==> config.mk <==
export PLATFORM = sky130hd
export DESIGN_NAME = cvt_mode_ctrl
export DESIGN_NICKNAME = d
export VERILOG_FILES = /design/src/rtl/cvt_mode_pkg.sv /design/src/rtl/cvt_sync.sv /design/src/rtl/cvt_rst_qual.sv /design/src/rtl/cvt_tmr.sv /design/src/rtl/cvt_mode_ctrl.sv
export SDC_FILE = /design/constraint.sdc
export NUM_CORES = 1
export LEC_CHECK = 0
export ABC_AREA = 1
export BUFFER_PORTS_ARGS = -buffer_cell sky130_fd_sc_hd__buf_2
export CAP_MARGIN = 20
export CORE_MARGIN = 10
export CORE_UTILIZATION = 60
export CTS_BUF_LIST = sky130_fd_sc_hd__clkbuf_16
export DETAILED_ROUTE_END_ITERATION = 10
export GPL_TIMING_DRIVEN = 1
export PLACE_DENSITY = 0.79
export SYNTH_ARGS = -nofsm -noshare
export SYNTH_HDL_FRONTEND = slang
export SYNTH_SLANG_ARGS = --single-unit
export TNS_END_PERCENT = 5
==> constraint.sdc <==
create_clock -name clk -period 2.4 [get_ports clk]
set_input_delay 0 -clock clk [delete_from_list [all_inputs] [get_ports clk]]
set_output_delay 0 -clock clk [all_outputs]
set_load 0.05 [all_outputs]
==> src/rtl/cvt_mode_pkg.sv <==
package cvt_mode_pkg;

   typedef enum logic [1:0] {
      MD_RESET   = 2'b00,
      MD_RECOVER = 2'b01,
      MD_ACQ     = 2'b10,
      MD_CONV    = 2'b11
   } cvt_mode_e;

   localparam int SYNC_MIN_STAGES = 2;

endpackage

==> src/rtl/cvt_sync.sv <==
module cvt_sync #(
   parameter int               WIDTH   = 1,
   parameter int               STAGES  = 2,
   parameter logic [WIDTH-1:0] RST_VAL = '0
) (
   input  logic             clk,
   input  logic             rst_n,
   input  logic [WIDTH-1:0] din,
   output logic [WIDTH-1:0] dout
);

   generate
      if (STAGES < cvt_mode_pkg::SYNC_MIN_STAGES) begin : g_bad_stages
         $error("cvt_sync: STAGES below minimum");
      end
      if (WIDTH < 1) begin : g_bad_width
         $error("cvt_sync: WIDTH must be positive");
      end

      for (genvar s = 0; s < STAGES; s++) begin : g_stage
         logic [WIDTH-1:0] q;
         if (s == 0) begin : g_first
            always_ff @(posedge clk or negedge rst_n) begin
               if (!rst_n) q <= RST_VAL;
               else        q <= din;
            end
         end else begin : g_next
            always_ff @(posedge clk or negedge rst_n) begin
               if (!rst_n) q <= RST_VAL;
               else        q <= g_stage[s-1].q;
            end
         end
      end
   endgenerate

   assign dout = g_stage[STAGES-1].q;

endmodule

==> src/rtl/cvt_rst_qual.sv <==
module cvt_rst_qual #(
   parameter int MIN_CYC = 16
) (
   input  logic clk,
   input  logic rst_n,
   input  logic pin_s,
   output logic accept_o
);

   localparam int CW = $clog2(MIN_CYC + 1);

   generate
      if (MIN_CYC < 1) begin : g_bad_min
         $error("cvt_rst_qual: MIN_CYC must be at least 1");
      end
   endgenerate

   logic [CW-1:0] lo_cnt;

   assign accept_o = !pin_s && (lo_cnt == CW'(MIN_CYC - 1));

   always_ff @(posedge clk or negedge rst_n) begin
      if (!rst_n) begin
         lo_cnt <= '0;
      end else if (pin_s) begin
         lo_cnt <= '0;
      end else if (lo_cnt != CW'(MIN_CYC)) begin
         lo_cnt <= lo_cnt + 1'b1;
      end
   end

endmodule

==> src/rtl/cvt_tmr.sv <==
module cvt_tmr #(
   parameter int W = 8
) (
   input  logic         clk,
   input  logic         rst_n,
   input  logic         load_i,
   input  logic [W-1:0] val_i,
   input  logic         tick_i,
   output logic         zero_o
);

   generate
      if (W < 1) begin : g_bad_w
         $error("cvt_tmr: W must be positive");
      end
   endgenerate

   logic [W-1:0] cnt;

   assign zero_o = (cnt == '0);

   always_ff @(posedge clk or negedge rst_n) begin
      if (!rst_n) begin
         cnt <= '0;
      end else if (load_i) begin
         cnt <= val_i;
      end else if (tick_i && (cnt != '0)) begin
         cnt <= cnt - 1'b1;
      end
   end

endmodule

==> src/rtl/cvt_mode_ctrl.sv <==
module cvt_mode_ctrl
   import cvt_mode_pkg::*;
#(
   parameter int SYNC_STAGES = 2,
   parameter int MIN_RST_CYC = 16,
   parameter int POR_DLY_CYC = 4000,
   parameter int APP_DLY_CYC = 200,
   parameter int CONV_CYC    = 60
) (
   input  logic       clk,
   input  logic       rst_n,
   input  logic       rst_pin_n,
   input  logic       start_i,
   input  logic       sclk_i,
   input  logic       app_rst_sel_i,
   output logic       rdy_o,
   output logic       sdo_oe_o,
   output logic       cfg_clr_o,
   output logic       ana_rst_o,
   output logic [1:0] mode_o
);

   localparam int DLY_MAX = (POR_DLY_CYC > APP_DLY_CYC) ? POR_DLY_CYC : APP_DLY_CYC;
   localparam int CNT_MAX = (DLY_MAX > CONV_CYC) ? DLY_MAX : CONV_CYC;
   localparam int TW      = $clog2(CNT_MAX + 1);

   generate
      if (POR_DLY_CYC < 1 || APP_DLY_CYC < 1) begin : g_bad_dly
         $error("cvt_mode_ctrl: recovery delays must be at least 1");
      end
      if (CONV_CYC < 1) begin : g_bad_conv
         $error("cvt_mode_ctrl: CONV_CYC must be at least 1");
      end
   endgenerate

   // synchronized inputs: bit0 reset pin, bit1 start, bit2 serial clock
   logic [2:0] sync_in;
   logic [2:0] sync_out;
   logic       rst_pin_s;
   logic       start_s;
   logic       sclk_s;

   assign sync_in = {sclk_i, start_i, rst_pin_n};

   cvt_sync #(
      .WIDTH  (3),
      .STAGES (SYNC_STAGES),
      .RST_VAL(3'b001)
   ) u_sync (
      .clk (clk),
      .rst_n(rst_n),
      .din (sync_in),
      .dout(sync_out)
   );

   assign rst_pin_s = sync_out[0];
   assign start_s   = sync_out[1];
   assign sclk_s    = sync_out[2];

   // start edge detector; runs even while frozen, so a masked edge is lost
   logic start_d;
   logic start_rise;

   always_ff @(posedge clk or negedge rst_n) begin
      if (!rst_n) start_d <= 1'b0;
      else        start_d <= start_s;
   end

   assign start_rise = start_s & ~start_d;

   // reset pulse width qualification
   logic rst_acc;

   cvt_rst_qual #(
      .MIN_CYC(MIN_RST_CYC)
   ) u_qual (
      .clk     (clk),
      .rst_n   (rst_n),
      .pin_s   (rst_pin_s),
      .accept_o(rst_acc)
   );

   // shared mode timer for recovery and conversion
   logic          tmr_load;
   logic [TW-1:0] tmr_val;
   logic          tmr_tick;
   logic          tmr_zero;

   cvt_tmr #(
      .W(TW)
   ) u_tmr (
      .clk   (clk),
      .rst_n (rst_n),
      .load_i(tmr_load),
      .val_i (tmr_val),
      .tick_i(tmr_tick),
      .zero_o(tmr_zero)
   );

   cvt_mode_e state, state_n;
   logic      por_q;
   logic      pend;

   assign pend = ~rst_pin_s;

   always_comb begin
      state_n  = state;
      tmr_load = 1'b0;
      tmr_val  = '0;
      tmr_tick = 1'b0;
      if (rst_acc) begin
         state_n = MD_RESET;
      end else if (!pend) begin
         case (state)
            MD_RESET: begin
               if (!start_s && !sclk_s) begin
                  state_n  = MD_RECOVER;
                  tmr_load = 1'b1;
                  tmr_val  = por_q ? TW'(POR_DLY_CYC - 1) : TW'(APP_DLY_CYC - 1);
               end
            end
            MD_RECOVER: begin
               if (tmr_zero) state_n = MD_ACQ;
               else          tmr_tick = 1'b1;
            end
            MD_ACQ: begin
               if (start_rise) begin
                  state_n  = MD_CONV;
                  tmr_load = 1'b1;
                  tmr_val  = TW'(CONV_CYC - 1);
               end
            end
            MD_CONV: begin
               if (tmr_zero) state_n = MD_ACQ;
               else          tmr_tick = 1'b1;
            end
            default: state_n = MD_ACQ;
         endcase
      end
   end

   always_ff @(posedge clk or negedge rst_n) begin
      if (!rst_n) begin
         state     <= MD_ACQ;
         por_q     <= 1'b1;
         rdy_o     <= 1'b1;
         sdo_oe_o  <= 1'b1;
         cfg_clr_o <= 1'b0;
         ana_rst_o <= 1'b0;
      end else begin
         state     <= state_n;
         rdy_o     <= (state_n == MD_ACQ);
         sdo_oe_o  <= (state_n == MD_ACQ) || (state_n == MD_CONV);
         cfg_clr_o <= rst_acc;
         ana_rst_o <= rst_acc & ~app_rst_sel_i;
         if (rst_acc) por_q <= ~app_rst_sel_i;
      end
   end

   assign mode_o = state;

endmodule

==> summary.md, run 1 <==
| Metric | Value |
|---|---|
| Status | finished, final reports clean |
| Dominant synthesized flop cell | dfrtp_1 |
| Finish-stage setup viols | 0 |
| Root buffer cell | clkbuf_16 |
| Area of the core | around 2700 um2 |
| Synth top area share | a little under two fifths |
| Slew Limit Fails | 0 |
| IO Pins | 12 |
| Clock Skew | 0.00597 ns |
| Post-route cell area | 1910 um2 |
| Initial antenna violation count | 0 |
| Die Y | approximately 73 um |
| WP data required | 2.60 ns |
| Synthesis Warnings | 0 |
| Crit-path cells | inv_1 > nor2_1 > nand3_1 > nand2_1 > nand2_2 > nand2_4 > nand2_1 > o21ai_2 |
| Post-synthesis cell area | between 1500 and 2000 um2 |
| Clk slew on worst S/H paths | 0.05 ns |
| Area grow syn2layout | 15.3% |
| Initial Utilization | between 60% and 70% |
| Final wirelength | 3320 um |
| Worst Slack Setup Final | 0.704 ns |
| Clock sink count | 31 |
| Critical Path Fanout Max | 23 |
| Power, Total | 2.27 mW |
| # DRC | 0 |
| CTS H-Tree Depth | 2 |
| Syn nets | 231 |
| Post-synth top area cell | dfrtp_1 |
| Worst skew pair latency | 0.28 ns |
| WL/cell | 12.2 um |
| Register area share after synthesis | 47.2% |
| Post-synth ARST share | 100% |
| Register area | 783 um2 |
| Post-Syn Area per Cell | 7.54 um2 |
| First-pass GRT wire length | 5990 um |
| Unique masters post-synth | 20 |
| Period minus WS final | approximately 1.7 ns |
| Fin crit share | roughly 71% |
| # rows | 19 |
| Hold Violations, Final | 0 |
| Type of destination of the critical path | flop |
| Final RePlAce weighted congestion | slightly below 0.9 |
| Family with the most delay on the worst path | simple AND/OR/NAND/NOR gates |
| Total CTS buffers | 5 |
| Fill cells | 218 |
| Antenna cells | 0 |
| Layout cell share with drive strength beyond 1 | around an eighth |
| Yosys reg bits | 31 |
| Detail Placement HPWL | around 2300 um |
| Gr usage total | 14.3% |
| Max frequency | 590 MHz |
| DP Worst Slack | 0.727 ns |
| Setup TNS | 0 ns |
| Placement Cell Area | 1730 um2 |
| CTS Buffer Depth | 2 |
| Port Buf Inserts | 11 |
| Vias in the first global route | 1380 |
| Die ar. | approximately 5300 um2 |
| Nets@finish | between 200 and 300 |
| CP Launch Type | flop |
| Reg-to-reg slack, setup | roughly 0.70 ns |
| CTS tree | built |
| Hold Path Class | primary input to asynchronous set/reset pin |
| Pre-antenna DRT Iters | 4 |
| Via density per instance | approximately 5 |
| Largest net degree at the start of global routing | 32 |
| Slew headroom | 55.6% |
| Final ANT Viol Nets | 0 |
| Critical-path top delay cell | dfstp_2 |
| Most common library cells after synthesis | nand2_1 (67), inv_1 (33), dfrtp_1 (25) |
| Setup Buffers After CTS | 0 |
| Die Width | roughly 73 um |
| Main area contributors after synthesis | dfrtp_1 (38%), nand2_1 (15%), dfstp_2 (9.5%) |
| CP Class | flop to flop |
| Pwr dens | 1190 nW/um2 |
| Critical Path AT | between 1.5 and 2 ns |
| Worst vdd ir | roughly 0.88 mV |
| Fin util | 70.5% |
| Buf+Inv Stages, Crit Path | 1 |
| Grt total ovfl | 0 |
| Max Cap Viol | 0 |
| RSZ-0062 raised after global routing | no |
| Via Count | about 1400 |
| CP peak stage delay | around 0.54 ns |
| Crit path top cell by count | nand2_1 |
| Pleak | 1.06 nW |
| Mapped Cells | 220 |
| Worst-Margin Slew | 0.666 ns |
| Most frequent cell after synthesis | nand2_1 |
| Post-synth EDFFs | 0 |
| DR iter-0 viols | ~140 |
| Multi-input logic area | 724 um2 |
## cells by family after synthesis
family,Yosys count,synth area share (%)
fa+ha+maj,5,3.77
compound gates,22,7.02
flops,31,47.2
simple gates,124,32.4
xor+xnor,1,0.528
buf+inv,37,9.06
## flip-flops by register name (all words and copies together), names as in the netlist
register	flops
u_tmr.cnt	12
u_qual.lo_cnt	5
u_sync.dout	3
u_sync.g_stage.q	3
mode_o	2
ana_rst_o	1
cfg_clr_o	1
por_q	1
rdy_o	1
sdo_oe_o	1
start_d	1
## worst reg2reg max path, stage by stage, from the launching register on
cell and delay [ns]:
dfstp_2 0.54, inv_1 0.06, nor2_1 0.12, nand3_1 0.12, nand2_1 0.09, nand2_2 0.26, nand2_4 0.28, nand2_1 0.10
o21ai_2 0.06
## power by group
| part | internal, mW | switching, mW | total [mW] | leakage [nW] |
|---|---|---|---|---|
| clock | 0.371 | 0.205 | 0.576 | 0.0701 |
| sequential | 0.666 | 0.125 | 0.791 | 0.379 |
| combinational | 0.294 | 0.609 | 0.903 | 0.608 |
| total | 1.33 | 0.940 | 2.27 | 1.06 |
## cell usage in the layout, fill, tap and decap left out, types with 5 or more instances in the layout
cell	n
nor2_1	22
nand2_1	67
dfstp_2	6
dfrtp_1	25
nand3_1	22
buf_2	11
dlygate4sd3_1	5
inv_1	34
clkbuf_16	5
o21ai_0	14
a21oi_1	6
ha_1	5
## worst paths after layout
check / start / to / depth (start not counted)
max: mode_o[1] / u_tmr.cnt[2] / 8
min: rst_n / u_tmr.cnt[11] / 2
max reg2reg: mode_o[1] / u_tmr.cnt[2] / 8
min reg2reg: u_sync.g_stage[0].q[0] / u_sync.dout[0] / 0
max in group asynchronous: rst_n / ana_rst_o / 2
min in group clk: u_sync.g_stage[0].q[0] / u_sync.dout[0] / 0
## final cells by class
cell class | instances | share of cell area [%]
flip-flops and latches | 31 | 41.0
multi-input cells | 152 | 37.9
clock buffers | 5 | 6.54
inverters | 33 | 6.48
repair buffers | 16 | 5.50
well taps | 31 | 2.03
clock inverters | 3 | 0.589
## per-stage QoR
step	hold WS (ns)	instances
2_1_floorplan	-0.296	220
3_3_place_gp	0.0799	258
3_5_place_dp	0.0804	258
4_1_cts	0.324	271
5_1_grt	0.356	271
6_report	0.291	271
## layer usage
layer / part of all wire, % / global-route usage [%] / vias up
met5: 0 / 0 / -
li1: - / - / 722
met2: 49 / 23.4 / 29
met1: 43 / 16.2 / 626
met4: 1.5 / 6.75 / 0
met3: 5.7 / 5.04 / 7
## what timing repair did
item	CTS	global route
resized for setup	0	0
endpoints found under the hold margin	30	0
hold buffers	5	0
No activity file was read; power rests on OpenSTA's default activity.
==> run 2: changes to the inputs <==
--- a/config.mk
+++ b/config.mk
@@ -9,11 +9,11 @@
 export BUFFER_PORTS_ARGS = -buffer_cell sky130_fd_sc_hd__buf_2
 export CAP_MARGIN = 20
 export CORE_MARGIN = 10
-export CORE_UTILIZATION = 60
+export CORE_UTILIZATION = 53
 export CTS_BUF_LIST = sky130_fd_sc_hd__clkbuf_16
 export DETAILED_ROUTE_END_ITERATION = 10
 export GPL_TIMING_DRIVEN = 1
-export PLACE_DENSITY = 0.79
+export PLACE_DENSITY = 0.74
 export SYNTH_ARGS = -nofsm -noshare
 export SYNTH_HDL_FRONTEND = slang
 export SYNTH_SLANG_ARGS = --single-unit
==> constraint.sdc (replaced) <==
create_clock -name clk -period 1.4 [get_ports clk]
set_input_delay 0 -clock clk [delete_from_list [all_inputs] [get_ports clk]]
set_output_delay 0 -clock clk [all_outputs]
set_load 0.05 [all_outputs]
==> run 2 against run 1 <==
The run now ends with setup timing left. Worst setup slack worse by 0.80 ns. Die area is 9.5% higher. Critical path type unchanged. Routed wire length increased by 12%. Register-to-register slack worse by 0.80 ns. Highest routed layer unchanged. Fmax rose by 13%. Clock skew rose by 0.0021 ns. Power rose by 91%. Sequential share of layout area down 4.3 points. Critical path depth increased by 3. Sequential power increased by 66%. Largest power group unchanged. Flip-flop and latch count unchanged.
==> summary.md, run 2 (same netlist as run 1, synthesis figures left out) <==
| Metric | Value |
|---|---|
| Max reg flops | 12 |
| Final RePlAce weighted congestion | 0.856 |
| Via density per instance | roughly 4.9 |
| CP Class | flop to flop |
| Hold_ws | 0.301 ns |
| Die Width | 75.9 um |
| Clock sink count | 31 |
| Max Cap Viol | 0 |
| Slew Limit Fails | 0 |
| Status | finished with violations |
| Placement Cell Area | 1910 um2 |
| Pre-antenna DRT Iters | 4 |
| Failing checks | setup timing |
| Reg-to-Reg Start | u_tmr.cnt[1] |
| Area grow syn2layout | 28.8% |
| Final wirelength | 3710 um |
| Setup crit end | u_tmr.cnt[1] |
| Total CTS buffers | 5 |
| Initial antenna violation count | 0 |
| Port Buf Inserts | 11 |
| Power, Total | 4.33 mW |
| Antenna cells | 0 |
| IO Pins | 12 |
| Critical Path AT | 1.65 ns |
| Max frequency | 667 MHz |
| FF-to-FF End | u_tmr.cnt[1] |
| Pleak | about 1.2 nW |
| Detail Placement HPWL | 2480 um |
| Layout cell share with drive strength beyond 1 | 25.4% |
| Most common cell after layout, fill and taps aside | nand2_1 |
| Reg-to-reg slack, setup | -0.1 ns |
| Die ar. | 5770 um2 |
| Final ANT Viol Nets | 0 |
| Post-route cell area | 2130 um2 |
| Fin util | 70.5% |
| # rows | 20 |
| Crit-path cells | inv_2 > ha_1 > inv_1 > nor2_1 > nand2_1 > nor2_2 > nand3_2 > nand2_4 > nand2_8 > nand2_1 > o21ai_0 |
| CTS H-Tree Depth | 2 |
| Type of destination of the critical path | flop |
| Most frequent cells in the layout | nand2_1 (65), inv_1 (30), dfrtp_1 (25) |
| Critical Path Fanout Max | 15 |
| Worst-Margin Slew | between 0.6 and 0.7 ns |
| Area of the core | roughly 3000 um2 |
| Fin crit share | 107% |
| WP data required | 1.55 ns |
| # DRC | 0 |
| Nets@finish | 270 |
| Worst Slack Setup Final | -0.0989 ns |
| First-pass GRT wire length | 6520 um |
| Via Count | 1495 |
| WL/cell | 12.2 um |
| Grt total ovfl | 0 |
| Initial Utilization | 54.8% |
| CP startpoint | u_tmr.cnt[1] |
| Gr usage total | 13.5% |
| Pwr dens | 2030 nW/um2 |
| Period minus WS final | 1.50 ns |
| Hold Violations, Final | 0 |
| Root buffer cell | clkbuf_16 |
| CTS tree | built |
| Clock Skew | 0.00805 ns |
| Hold Path Class | primary input to asynchronous set/reset pin |
| Vias in the first global route | 1510 |
| Layout Cells excl Fill | 304 |
| RSZ-0062 raised after global routing | yes |
| Critical-path top delay cell | dfrtp_1 |
| CP peak stage delay | 0.40 ns |
| Setup TNS | -1.02 ns |
| Crit path top cell by count | nand2_1 |
| Finish-stage setup viols | 13 |
| DP Worst Slack | -0.105 ns |
| Die Y | between 70 and 80 um |
| Slew headroom | 54.8% |
| Clk slew on worst S/H paths | 0.05 ns |
| Worst skew pair latency | 0.28 ns |
| Worst vdd ir | about 1.3 mV |
| Largest net degree at the start of global routing | 32 |
| Reg2Reg Depth | 11 |
| Regs by FF count | u_tmr.cnt x12, u_qual.lo_cnt x5 |
| CP Launch Type | flop |
| CTS Buffer Depth | 2 |
| DR iter-0 viols | 85 |
| Largest reg by FF count | u_tmr.cnt |
| Placed cells | 291 |
-- run 2: layout make-up --
type                    count  area (um2)
fillers                   253         893
repair buffers             36         268
well taps                  44        55.1
clock inverters             3        15.0
flip-flops and latches     31         783
inverters                  33         124
multi-input cells         152         764
clock buffers               5         125
-- run 2: worst min path at each step --
stage / from / to / slack (ns) / cells past startpoint
3_5_place_dp: rst_n / u_tmr.cnt[1] / 0.09 / 1
2_1_floorplan: rst_n / ana_rst_o / -0.30 / 0
3_3_place_gp: rst_n / u_tmr.cnt[0] / 0.08 / 1
5_1_grt: u_sync.g_stage[0].q[2] / u_sync.dout[2] / 0.35 / 0
6_report: rst_n / mode_o[0] / 0.30 / 2
4_1_cts: rst_n / u_tmr.cnt[11] / 0.32 / 2
-- run 2: report_power, final --
part / total, mW / internal [mW] / leakage [nW] / switching (mW)
sequential: 1.31 / 1.14 / 0.379 / 0.172
combinational: 2.00 / 0.784 / 0.712 / 1.22
clock: 1.02 / 0.646 / 0.0733 / 0.371
total: 4.33 / 2.57 / 1.16 / 1.76
-- run 2: repair_timing --
item	in CTS	in global routing
hold endpoints to repair	30	0
buffers inserted	0	0
pin swaps	1	0
hold buffers	5	0
setup endpoints to repair	15	17
gates resized for setup	7	6
-- run 2: critical path, delay by kind of cell (launching register included) --
family / cells / cell delay [ns]
simple gates: 7 / 0.66
fa+ha+maj: 1 / 0.13
buf+inv: 2 / 0.11
compound gates: 1 / 0.07
flops: 1 / 0.40
-- run 2: per-layer routing --
metal  up-vias  part of all wire (%)  global-route usage (%)
li1        766                     -                       -
met1       697                    44                    15.0
met2        26                    51                    23.1
met3         6                   3.7                    3.66
met4         0                   1.5                    6.25
met5         -                     0                       0
==> run 3: changes to the inputs <==
--- a/config.mk
+++ b/config.mk
@@ -12,8 +12,9 @@
 export CORE_UTILIZATION = 53
 export CTS_BUF_LIST = sky130_fd_sc_hd__clkbuf_16
 export DETAILED_ROUTE_END_ITERATION = 10
-export GPL_TIMING_DRIVEN = 1
 export PLACE_DENSITY = 0.74
+export RECOVER_POWER = 100
+export REMOVE_ABC_BUFFERS = 1
 export SYNTH_ARGS = -nofsm -noshare
 export SYNTH_HDL_FRONTEND = slang
 export SYNTH_SLANG_ARGS = --single-unit
==> run 3 against run 2 <==
The run still ends with setup timing left. Flip-flop and latch count is the same. Non-clock buffer count grew 3. Utilization grew 3.5 points. Worst hold slack gained 0.020 ns. Register-to-register slack lost 0.05 ns.
==> summary.md, run 3 (same netlist as run 1, synthesis figures left out) <==
| Metric | Value |
|---|---|
| IO Pins | 12 |
| Reg-to-Reg Start | u_tmr.cnt[1] |
| Via Count | 1544 |
| Clock sink count | 31 |
| Layout cell share with drive strength beyond 1 | about 28% |
| Pleak | 1.19 nW |
| Regs by FF count | u_tmr.cnt x12, u_qual.lo_cnt x5 |
| Critical Path Fanout Max | 7 |
| Pre-antenna DRT Iters | 4 |
| Layout Cells excl Fill | about 300 |
| Fin crit share | 110% |
| Die Y | 75.9 um |
| Failing checks | setup timing |
| Worst-Margin Slew | between 0.7 and 0.8 ns |
| Hold Violations, Final | 0 |
| Placement Cell Area | 1900 um2 |
| FF-to-FF End | u_tmr.cnt[8] |
| Power, Total | about 4.6 mW |
| Max reg flops | 12 |
| Grt total ovfl | 0 |
| Most frequent cells in the layout | nand2_1 (62), inv_1 (30), dfrtp_1 (25) |
| Worst vdd ir | 1.42 mV |
| Die ar. | just under 6000 um2 |
| Worst skew pair latency | around 0.28 ns |
| Fin util | 74.0% |
| Die Width | about 76 um |
| Antenna cells | 0 |
| Reg-to-reg slack, setup | -0.15 ns |
| Reg2Reg Depth | 11 |
| # DRC | 0 |
| Detail Placement HPWL | 2570 um |
| Total CTS buffers | 5 |
| Critical Path AT | about 1.7 ns |
| Clk slew on worst S/H paths | approximately 0.050 ns |
| DR iter-0 viols | 96 |
| Hold Path Class | primary input to asynchronous set/reset pin |
| CTS H-Tree Depth | 2 |
| Setup TNS | -1.82 ns |
| Pwr dens | 2050 nW/um2 |
| Setup crit end | u_tmr.cnt[8] |
| Post-route cell area | 2240 um2 |
| Area grow syn2layout | 35.1% |
| Max frequency | between 600 and 700 MHz |
| WP data required | 1.57 ns |
| Via density per instance | 5.01 |
| Type of destination of the critical path | flop |
| Slew headroom | roughly half |
| CP startpoint | u_tmr.cnt[1] |
| Root buffer cell | clkbuf_16 |
| Placed cells | 290 |
| CTS Buffer Depth | 2 |
| Slew Limit Fails | 0 |
| Nets@finish | 274 |
| Worst Slack Setup Final | -0.145 ns |
| CP Launch Type | flop |
| Initial antenna violation count | 0 |
| CTS tree | built |
| Largest net degree at the start of global routing | 32 |
| First-pass GRT wire length | 6560 um |
| Final RePlAce weighted congestion | 0.897 |
| RSZ-0062 raised after global routing | yes |
| Initial Utilization | a little over half |
| Finish-stage setup viols | 16 |
| Most common cell after layout, fill and taps aside | nand2_1 |
| Final wirelength | 4220 um |
| Port Buf Inserts | 11 |
| Status | finished with violations |
| Gr usage total | 13.7% |
| # rows | 20 |
| Clock Skew | 0.00840 ns |
| Max Cap Viol | 0 |
| CP Class | flop to flop |
| Final ANT Viol Nets | 0 |
| WL/cell | 13.7 um |
| Area of the core | 3030 um2 |
| Largest reg by FF count | u_tmr.cnt |
| Period minus WS final | 1.55 ns |
| Vias in the first global route | 1482 |
## run 3: cell count changes in the layout (fill, tap and decap cells not counted), moves of 3 or more
cell and change:
clkbuf_1 +3, nand2_1 -3, clkbuf_2 +3, nor2_1 -3, nand3_1 -4, buf_2 -6, nand3_2 +4, clkinv_2 -3
## run 3: per-stage QoR
step / hold WS [ns] / worst slack [ns]
final: 0.321 / -0.145
after global routing: 0.359 / -0.237
after CTS: 0.331 / -0.0904
after detailed placement: 0.0808 / -0.149
after global placement: 0.0842 / -0.142
after floorplan: -0.296 / -0.269
## run 3: cell type report
type | count | area (um2)
clock buffer | 5 | 125
clock inverter | 3 | 11.3
fill | 211 | 788
inverter | 33 | 124
multi-input combinational | 153 | 830
sequential | 31 | 783
tap | 44 | 55.1
timing repair buffer | 39 | 312
## run 3: worst min-delay path by stage
stage | start | to | slack [ns] | depth (start not counted)
2_1_floorplan | rst_n | ana_rst_o | -0.30 | 0
3_3_place_gp | rst_n | u_tmr.cnt[11] | 0.08 | 1
3_5_place_dp | rst_n | u_tmr.cnt[11] | 0.08 | 1
4_1_cts | rst_n | u_tmr.cnt[11] | 0.33 | 2
5_1_grt | u_sync.g_stage[0].q[2] | u_sync.dout[2] | 0.36 | 0
6_report | rst_n | u_tmr.cnt[4] | 0.32 | 2
## run 3: worst max-delay path, stage by stage, from the launching register on
cell and delay [ns]:
dfrtp_1 0.38, inv_2 0.09, ha_4 0.13, inv_2 0.03, nor2_2 0.11, nand2_2 0.09
nor2_4 0.13, nand3_2 0.09, nand2_4 0.14, nand2_4 0.10, nand2_1 0.08, nand2_1 0.05
## run 3: timing repair
| item | in CTS | in global routing |
|---|---|---|
| hold buffers | 5 | 0 |
| resized for setup | 6 | 27 |
| endpoints found under the hold margin | 30 | 0 |
| gates cloned | 0 | 2 |
| setup endpoints to repair | 14 | 17 |
| buffers inserted | 0 | 3 |
| pin swaps | 1 | 14 |
## run 3: power breakdown
group	switching, mW	leakage (nW)	internal, mW	total [mW]
clock network	0.371	0.0701	0.637	1.01
logic	1.38	0.742	0.878	2.25
registers	0.188	0.379	1.14	1.33
total	1.94	1.19	2.66	4.59
## run 3: layer usage
layer	vias to the layer above	GRT usage (%)	part of all wire [%]
met1	715	16.5	42
met3	10	4.25	6.1
li1	772	-	-
met2	47	22.4	49
met5	-	0	0
met4	0	4.92	2.5
